File: config.mk
export PLATFORM = sky130hd
export DESIGN_NAME = iqq_input_qualifier
export DESIGN_NICKNAME = d
export VERILOG_FILES = /design/src/rtl/iqq_pkg.sv /design/src/rtl/iqq_port_mux.sv /design/src/rtl/iqq_en_qualifier.sv /design/src/rtl/iqq_sample_reg.sv /design/src/rtl/iqq_input_qualifier.sv
export SDC_FILE = /design/constraint.sdc
export NUM_CORES = 1
export LEC_CHECK = 0
export BUFFER_PORTS_ARGS = -buffer_cell sky130_fd_sc_hd__buf_4
export CAP_MARGIN = 20
export CORE_MARGIN = 3
export CORE_UTILIZATION = 43
export CTS_CLUSTER_DIAMETER = 100
export DETAILED_ROUTE_END_ITERATION = 8
export GPL_TIMING_DRIVEN = 1
export PLACE_DENSITY_LB_ADDON = 0.1
export SETUP_SLACK_MARGIN = 0.15
export SYNTH_ARGS = -nofsm -noshare
export SYNTH_HDL_FRONTEND = slang
export SYNTH_SLANG_ARGS = --single-unit
File: constraint.sdc
create_clock -name clk -period 1.6 [get_ports clk]
set_input_delay 0.08 -clock clk [delete_from_list [all_inputs] [get_ports clk]]
set_output_delay 0.08 -clock clk [all_outputs]
set_load 0.02 [all_outputs]
File: src/rtl/iqq_pkg.sv
package iqq_pkg;

  typedef enum logic [1:0] {
    QM_BLANK = 2'b00,
    QM_LEVEL = 2'b01,
    QM_RISE  = 2'b10,
    QM_FALL  = 2'b11
  } qual_mode_e;

  function automatic logic is_edge_mode(input qual_mode_e m);
    return (m == QM_RISE) || (m == QM_FALL);
  endfunction

endpackage

File: src/rtl/iqq_port_mux.sv
module iqq_port_mux #(
  parameter int MANT_W = 14,
  parameter int EXP_W  = 3,
  parameter int PORTS  = 2,
  localparam int SEL_W = (PORTS > 1) ? $clog2(PORTS) : 1
) (
  input  logic [SEL_W-1:0]             sel,
  input  logic [PORTS-1:0][MANT_W-1:0] mant_in,
  input  logic [PORTS-1:0][EXP_W-1:0]  exp_in,
  input  logic [PORTS-1:0]             en_in,
  output logic [MANT_W-1:0]            mant_out,
  output logic [EXP_W-1:0]             exp_out,
  output logic                         en_out
);

  logic [PORTS-1:0] hit;

  for (genvar p = 0; p < PORTS; p++) begin : g_dec
    assign hit[p] = (sel == SEL_W'(p));
  end

  always_comb begin
    mant_out = '0;
    exp_out  = '0;
    en_out   = 1'b0;
    for (int p = 0; p < PORTS; p++) begin
      if (hit[p]) begin
        mant_out = mant_in[p];
        exp_out  = exp_in[p];
        en_out   = en_in[p];
      end
    end
  end

endmodule

File: src/rtl/iqq_en_qualifier.sv
module iqq_en_qualifier
  import iqq_pkg::*;
(
  input  logic       clk,
  input  logic       rst,
  input  qual_mode_e mode,
  input  logic       en,
  output logic       take,
  output logic       blank,
  output logic       step
);

  logic en_prev;

  always_ff @(posedge clk) begin
    if (rst) en_prev <= 1'b0;
    else     en_prev <= en;
  end

  always_comb begin
    take  = 1'b0;
    blank = 1'b0;
    step  = 1'b0;
    unique case (mode)
      QM_BLANK: begin
        take  = 1'b1;
        blank = !en;
        step  = 1'b1;
      end
      QM_LEVEL: begin
        take = en;
        step = en;
      end
      QM_RISE: begin
        take = en && !en_prev;
        step = take;
      end
      QM_FALL: begin
        take = !en && en_prev;
        step = take;
      end
      default: ;
    endcase
  end

  // a rising qualification cannot repeat on the next clock in mode 2
  a_r6_single_rise: assert property (@(posedge clk) disable iff (rst)
    (mode == QM_RISE && take) |=> (mode != QM_RISE || !take));

  // a falling qualification cannot repeat on the next clock in mode 3
  a_r7_single_fall: assert property (@(posedge clk) disable iff (rst)
    (mode == QM_FALL && take) |=> (mode != QM_FALL || !take));

endmodule

File: src/rtl/iqq_sample_reg.sv
module iqq_sample_reg #(
  parameter int MANT_W = 14,
  parameter int EXP_W  = 3
) (
  input  logic              clk,
  input  logic              rst,
  input  logic              take,
  input  logic              blank,
  input  logic              step,
  input  logic [MANT_W-1:0] mant_in,
  input  logic [EXP_W-1:0]  exp_in,
  output logic [MANT_W-1:0] mant_out,
  output logic [EXP_W-1:0]  exp_out,
  output logic              step_out,
  output logic              new_out
);

  always_ff @(posedge clk) begin
    if (rst) begin
      mant_out <= '0;
      exp_out  <= '0;
      step_out <= 1'b0;
      new_out  <= 1'b0;
    end else begin
      step_out <= step;
      new_out  <= take;
      if (take) begin
        mant_out <= blank ? '0 : mant_in;
        exp_out  <= blank ? '0 : exp_in;
      end
    end
  end

  // without a take the held sample does not move
  a_r9_hold: assert property (@(posedge clk) disable iff (rst)
    !take |=> ($stable(mant_out) && $stable(exp_out) && !new_out));

endmodule

File: src/rtl/iqq_input_qualifier.sv
module iqq_input_qualifier
  import iqq_pkg::*;
#(
  parameter int MANT_W = 14,
  parameter int EXP_W  = 3
) (
  input  logic              clk,
  input  logic              rst,
  input  logic              port_b_sel,
  input  logic [1:0]        qual_mode,
  input  logic [MANT_W-1:0] a_mant,
  input  logic [EXP_W-1:0]  a_exp,
  input  logic              a_en,
  input  logic [MANT_W-1:0] b_mant,
  input  logic [EXP_W-1:0]  b_exp,
  input  logic              b_en,
  output logic [MANT_W-1:0] smp_mant,
  output logic [EXP_W-1:0]  smp_exp,
  output logic              phase_step,
  output logic              new_sample
);

  localparam int NPORT = 2;

  logic [MANT_W-1:0] sel_mant;
  logic [EXP_W-1:0]  sel_exp;
  logic              sel_en;
  logic              take, blank, step;
  qual_mode_e        mode;

  assign mode = qual_mode_e'(qual_mode);

  iqq_port_mux #(.MANT_W(MANT_W), .EXP_W(EXP_W), .PORTS(NPORT)) u_mux (
    .sel      (port_b_sel),
    .mant_in  ({b_mant, a_mant}),
    .exp_in   ({b_exp, a_exp}),
    .en_in    ({b_en, a_en}),
    .mant_out (sel_mant),
    .exp_out  (sel_exp),
    .en_out   (sel_en)
  );

  iqq_en_qualifier u_qual (
    .clk   (clk),
    .rst   (rst),
    .mode  (mode),
    .en    (sel_en),
    .take  (take),
    .blank (blank),
    .step  (step)
  );

  iqq_sample_reg #(.MANT_W(MANT_W), .EXP_W(EXP_W)) u_reg (
    .clk      (clk),
    .rst      (rst),
    .take     (take),
    .blank    (blank),
    .step     (step),
    .mant_in  (sel_mant),
    .exp_in   (sel_exp),
    .mant_out (smp_mant),
    .exp_out  (smp_exp),
    .step_out (phase_step),
    .new_out  (new_sample)
  );

  // port B data reaches the output in mode 0 when selected and enabled
  a_r1_port_b: assert property (@(posedge clk) disable iff (rst)
    (qual_mode == 2'b00 && port_b_sel && b_en) |=> (smp_mant == $past(b_mant)));

  // blanking forces a zero sample
  a_r2_blank_zero: assert property (@(posedge clk) disable iff (rst)
    (qual_mode == 2'b00 && !sel_en) |=> (smp_mant == '0 && smp_exp == '0));

  // phase keeps stepping through gaps in mode 0
  a_r3_blank_step: assert property (@(posedge clk) disable iff (rst)
    (qual_mode == 2'b00) |=> (phase_step && new_sample));

  // level mode with enable low is silent
  a_r5_level_gap: assert property (@(posedge clk) disable iff (rst)
    (qual_mode == 2'b01 && !sel_en) |=> (!phase_step && !new_sample && $stable(smp_mant)));

  // edge modes step the phase only with a new sample
  a_r8_step_tracks_new: assert property (@(posedge clk) disable iff (rst)
    qual_mode[1] |=> (phase_step == new_sample));

endmodule

==> results.sh, run 1 <==
export IMPL_outcome="finished clean"
export IMPL_end_kind="register"
export IMPL_tns_ps=0
export IMPL_fp_row_count=17
export IMPL_synth_edf_count=0
export IMPL_period_needed_ps=1440
export IMPL_layout_drive_gt1_share=0.524
export IMPL_coreArea_um2=2230
export IMPL_busiest_layer="met2"
export IMPL_cts_buffers=3
export IMPL_globalplace_congestion=0.617
export IMPL_grt_pass1_wl_mm=3.51
export IMPL_synth_cell_type_count=16
export IMPL_critical_path_buf_inv_count=1
export IMPL_io_buffers=59
export IMPL_firstDrtPassIters=4
export IMPL_hold_viol=0
export IMPL_arrival_ps=1630
export IMPL_io_pins=60
export IMPL_grt_max_degree=21
export IMPL_die_h_um=54.9
export IMPL_synth_seq_cells=19
export IMPL_use_met3=0.0375
export IMPL_vias=920
export IMPL_hp_class="in2reg"
export IMPL_critPathTopFamily="flip-flops"
export IMPL_gr_usage_met2=0.295
export IMPL_finalSetupViolCount=0
export IMPL_ys_warn_count=0
export IMPL_areaGrowthSynthToFinish_pct=48.7
export IMPL_synthCells=105
export IMPL_worst_setup_path_type="reg2reg"
export IMPL_antenna_found_initial=0
export IMPL_worst_pin_slew_ps=299
export IMPL_dieArea_um2=3010
export IMPL_slew_headroom=0.801
export IMPL_cpMaxStageDelayCell="dfxtp_1"
export IMPL_cts_tree="yes"
export IMPL_cts_setup_buffers=0
export IMPL_grtUsageTotal=0.165
export IMPL_worstPathCellList="o21ai_0 -> or2_1 -> a21oi_4 -> buf_12 -> mux2_2"
export IMPL_clkLatencyLatePin_ps=300
export IMPL_timing_max_transition_violations_final=0
export IMPL_slowest_delay_ps=350
export IMPL_cts_root_buf="clkbuf_4"
export IMPL_ys_flop_type="dfxtp_1"
export IMPL_grt_ovfl_total=0
export IMPL_ir_drop_mv=0.613
export IMPL_clock_sinks=19
export IMPL_synthesis_nets=146
export IMPL_finalWirelength_mm=2.40
export IMPL_postRouteAntennaNets=0
export IMPL_max_freq_mhz=695
export IMPL_power_leakage_nw=0.772
export IMPL_use_met1=0.188
export IMPL_avgRoutedWirePerCell_um=12.5
export IMPL_hold_slack_ps=55.2
export IMPL_cp_required_ps=1790
export IMPL_avgSynthCellArea_um2=9.80
export IMPL_cts_buffer_depth=2
export IMPL_h_tree_depth=1
export IMPL_grt_pass1_vias=839
export IMPL_final_common_cell="buf_4"
export IMPL_syn_area_um2=1030
export IMPL_powerDensity_nw_per_um2=762
export IMPL_layout_nets=206
export IMPL_avgViaCountPerCell=4.79
export IMPL_antenna_cells=0
export IMPL_initial_core_util=0.461
export IMPL_fin_crit_sh=0.899
export IMPL_final_util=0.685
export IMPL_drc_errors=0
export IMPL_ys_async_sr_fraction=0
export IMPL_yosysSeqAreaShare=0.370
export IMPL_start_kind="register"
export IMPL_dieWidth_um=54.9
export IMPL_layout_common_cells="buf_4 (62), nor2_1 (20), dfxtp_1 (19)"
export IMPL_dpl_hpwl_mm=1.85
export IMPL_cp_max_fo=18
export IMPL_fin_skew_ps=6.16
export IMPL_drv_cap=0
export IMPL_rsz0062_at_grt="true"
export IMPL_cts_clk_slew_worst_paths_ps=110
export IMPL_drt_iter0_markers=8
path summary, 6_finish.rpt:
check | from | slack (ps) | to | cells after the start
max | u_qual.en_prev$_SDFF_PP0_ | 160 | u_reg.mant_out[6]$_SDFFE_PP0P_ | 5
min | b_en | 60 | u_qual.en_prev$_SDFF_PP0_ | 3
max reg2reg | u_qual.en_prev$_SDFF_PP0_ | 160 | u_reg.mant_out[6]$_SDFFE_PP0P_ | 5
min reg2reg | u_reg.mant_out[9]$_SDFFE_PP0P_ | 620 | u_reg.mant_out[9]$_SDFFE_PP0P_ | 2
metal layers:
| metal | wire length [um] | up-vias |
|---|---|---|
| met2 | 1250 | 33 |
| li1 | - | 466 |
| met1 | 939 | 417 |
| met5 | 0 | - |
| met3 | 180 | 4 |
| met4 | 26 | 0 |
per-stage QoR:
stage	setup WS (ps)	power (W)	area, um^2	instances
after floorplan	120	0.000762	1030	105
after global placement	209	0.000928	1500	188
after detailed placement	165	0.000937	1500	188
after CTS	141	0.00119	1530	192
after global routing	74.2	0.00124	1530	192
final	161	0.00117	1530	192
cell usage after synthesis, types with 2 or more instances:
cell type | n | area share
dfxtp_1 | 19 | 0.37
mux2_2 | 17 | 0.19
nor2_1 | 20 | 0.073
clkbuf_1 | 2 | 0.0073
buf_2 | 2 | 0.0097
buf_6 | 2 | 0.022
nor2b_1 | 17 | 0.10
mux2i_1 | 18 | 0.18
layout make-up:
| type | count | area [um^2] |
|---|---|---|
| clock buffer | 3 | 22.5 |
| clock inverter | 1 | 5.00 |
| fill | 185 | 704 |
| multi-input combinational | 78 | 601 |
| sequential | 19 | 380 |
| tap | 28 | 35.0 |
| timing repair buffer | 63 | 485 |
state kept, by name, summed over array words and instances (netlist names):
signal,cells
u_reg.step_out,1
u_qual.en_prev,1
u_reg.exp_out,3
u_reg.mant_out,14
cell families after synthesis:
| group | synth area share |
|---|---|
| flip-flops | 0.370 |
| buffers and inverters | 0.0499 |
| AND/OR/NAND/NOR | 0.191 |
| AO/OA/AOI/OAI | 0.0280 |
| multiplexers | 0.361 |
worst register-to-register path: stages, from the launching register on:
cell,delay (ps)
dfxtp_1,350
o21ai_0,60
or2_1,260
a21oi_4,150
buf_12,170
mux2_2,340
where the power goes:
group | internal, W | total, W | switching (W)
Combinational | 0.000218 | 0.000385 | 0.000167
Sequential | 0.000517 | 0.000536 | 0.0000191
Clock | 0.0000931 | 0.000245 | 0.000152
timing repair:
| item | 4_1_cts | 5_1_grt |
|---|---|---|
| hold buffers | 0 | 0 |
| setup endpoints to repair | 5 | 17 |
| resized for setup | 0 | 0 |
Note: power is estimated with default switching activity, not from simulation.
==> inputs of run 2 (changes only) <==
--- a/config.mk
+++ b/config.mk
@@ -7,8 +7,8 @@
 export LEC_CHECK = 0
 export BUFFER_PORTS_ARGS = -buffer_cell sky130_fd_sc_hd__buf_4
 export CAP_MARGIN = 20
-export CORE_MARGIN = 3
-export CORE_UTILIZATION = 43
+export CORE_UTILIZATION = 45
+export CTS_BUF_LIST = sky130_fd_sc_hd__clkbuf_8
 export CTS_CLUSTER_DIAMETER = 100
 export DETAILED_ROUTE_END_ITERATION = 8
 export GPL_TIMING_DRIVEN = 1
==> run 2 against run 1 <==
  * Register-to-register slack worse by 30 ps
  * Non-clock buffer count up 1
  * Sequential share of layout area down 0.54 points
  * First-iteration DRC count up 13%
  * Critical path type unchanged
==> results.sh, run 2 (synthesis results as in run 1) <==
export IMPL_outcome="finished clean"
export IMPL_top_register="u_reg.mant_out"
export IMPL_dieArea_um2=2480
export IMPL_fin_area_um2=1570
export IMPL_final_common_cell="buf_4"
export IMPL_avgRoutedWirePerCell_um=12.9
export IMPL_finalSetupViolCount=0
export IMPL_vias=944
export IMPL_initial_core_util=0.499
export IMPL_firstDrtPassIters=3
export IMPL_max_freq_mhz=682
export IMPL_worst_setup_path_type="reg2reg"
export IMPL_arrival_ps=1600
export IMPL_coreArea_um2=2060
export IMPL_antenna_found_initial=0
export IMPL_cts_setup_buffers=0
export IMPL_period_needed_ps=1470
export IMPL_power_leakage_nw=0.797
export IMPL_fp_row_count=16
export IMPL_clock_sinks=19
export IMPL_avgViaCountPerCell=4.92
export IMPL_clkLatencyLatePin_ps=250
export IMPL_globalplace_congestion=0.736
export IMPL_p_total_w=0.00126
export IMPL_layout_common_cells="buf_4 (62), nor2_1 (20), dfxtp_1 (18)"
export IMPL_largest_reg_flops=14
export IMPL_powerDensity_nw_per_um2=805
export IMPL_cts_buffer_depth=2
export IMPL_layout_nets=207
export IMPL_hp_class="in2reg"
export IMPL_cts_root_buf="clkbuf_8"
export IMPL_end_kind="register"
export IMPL_io_buffers=59
export IMPL_critPathTopFamily="multiplexers"
export IMPL_fin_skew_ps=2.32
export IMPL_grt_ovfl_total=0
export IMPL_cts_buffers=3
export IMPL_cts_tree="yes"
export IMPL_grt_max_degree=21
export IMPL_rsz0062_at_grt="true"
export IMPL_slew_headroom=0.804
export IMPL_finalWirelength_mm=2.48
export IMPL_ir_drop_mv=0.585
export IMPL_drv_cap=0
export IMPL_cts_clk_slew_worst_paths_ps=70
export IMPL_layout_drive_gt1_share=0.527
export IMPL_setup_ws_ps=135
export IMPL_die_h_um=49.8
export IMPL_fin_crit_sh=0.916
export IMPL_pre_cts_ws_ps=111
export IMPL_start_kind="register"
export IMPL_io_pins=60
export IMPL_antenna_cells=0
export IMPL_cp_max_fo=11
export IMPL_drc_errors=0
export IMPL_critical_path_buf_inv_count=1
export IMPL_top_regs="u_reg.mant_out x14, u_reg.exp_out x3"
export IMPL_worst_pin_slew_ps=295
export IMPL_hold_viol=0
export IMPL_drt_iter0_markers=9
export IMPL_postRouteAntennaNets=0
export IMPL_cpMaxStageDelayCell="mux2_2"
export IMPL_worstPathCellList="o21ai_0 -> or2_1 -> a21oi_4 -> buf_8 -> mux2_2"
export IMPL_areaGrowthSynthToFinish_pct=52.4
export IMPL_cp_required_ps=1740
export IMPL_h_tree_depth=1
export IMPL_dieWidth_um=49.8
export IMPL_grt_pass1_vias=1007
export IMPL_grtUsageTotal=0.227
export IMPL_grt_pass1_wl_mm=4.21
export IMPL_timing_max_transition_violations_final=0
export IMPL_tns_ps=0
export IMPL_place_area_um2=1500
export IMPL_slowest_delay_ps=350
==> run 2: worst reg2reg max path, stage by stage (launching register included) <==
cell     delay, ps
dfxtp_2        330
o21ai_0         70
or2_1          270
a21oi_4        170
buf_8          170
mux2_2         350
==> run 2: metal layers <==
layer	vias up	part of all wire	global-route usage
met2	29	0.55	0.410
li1	467	-	-
met5	-	0	0
met3	2	0.039	0.0401
met1	446	0.41	0.242
met4	0	0.0044	0.133
==> run 2: where the power goes <==
group,leakage [nW],internal [W],switching (W)
clock network,0.0269,0.000170,0.000153
registers,0.157,0.000517,0.0000200
logic,0.613,0.000226,0.000176
total,0.797,0.000914,0.000349
==> run 2: area by class of cell <==
class | instances | area [um^2]
multi-input cells | 78 | 616
fillers | 162 | 494
repair buffers | 64 | 492
flip-flops and latches | 19 | 382
clock buffers | 3 | 41.3
well taps | 27 | 33.8
clock inverters | 1 | 3.75
==> run 2: through the flow <==
stage / util / hold WS, ps / cells
floorplan: - / 250 / 105
global placement: 0.725 / 366 / 188
detailed placement: 0.725 / 380 / 188
CTS: 0.749 / 115 / 192
global route: 0.760 / 141 / 192
finish: 0.760 / 115 / 192
==> run 2: path summary, 6_finish.rpt <==
check / from / end / slack [ps] / cells after the start
hold / removal: b_en / u_qual.en_prev$_SDFF_PP0_ / 120 / 3
hold reg to reg: u_reg.mant_out[3]$_SDFFE_PP0P_ / u_reg.mant_out[3]$_SDFFE_PP0P_ / 610 / 2
setup / recovery: u_qual.en_prev$_SDFF_PP0_ / u_reg.exp_out[1]$_SDFFE_PP0P_ / 130 / 5
setup reg to reg: u_qual.en_prev$_SDFF_PP0_ / u_reg.exp_out[1]$_SDFFE_PP0P_ / 130 / 5
==> run 2: what timing repair did <==
item                       4_1_cts  5_1_grt
pin swaps                        0        0
hold buffers                     0        0
resized for setup                1        7
setup endpoints to repair       10       17
cloned                           0        0
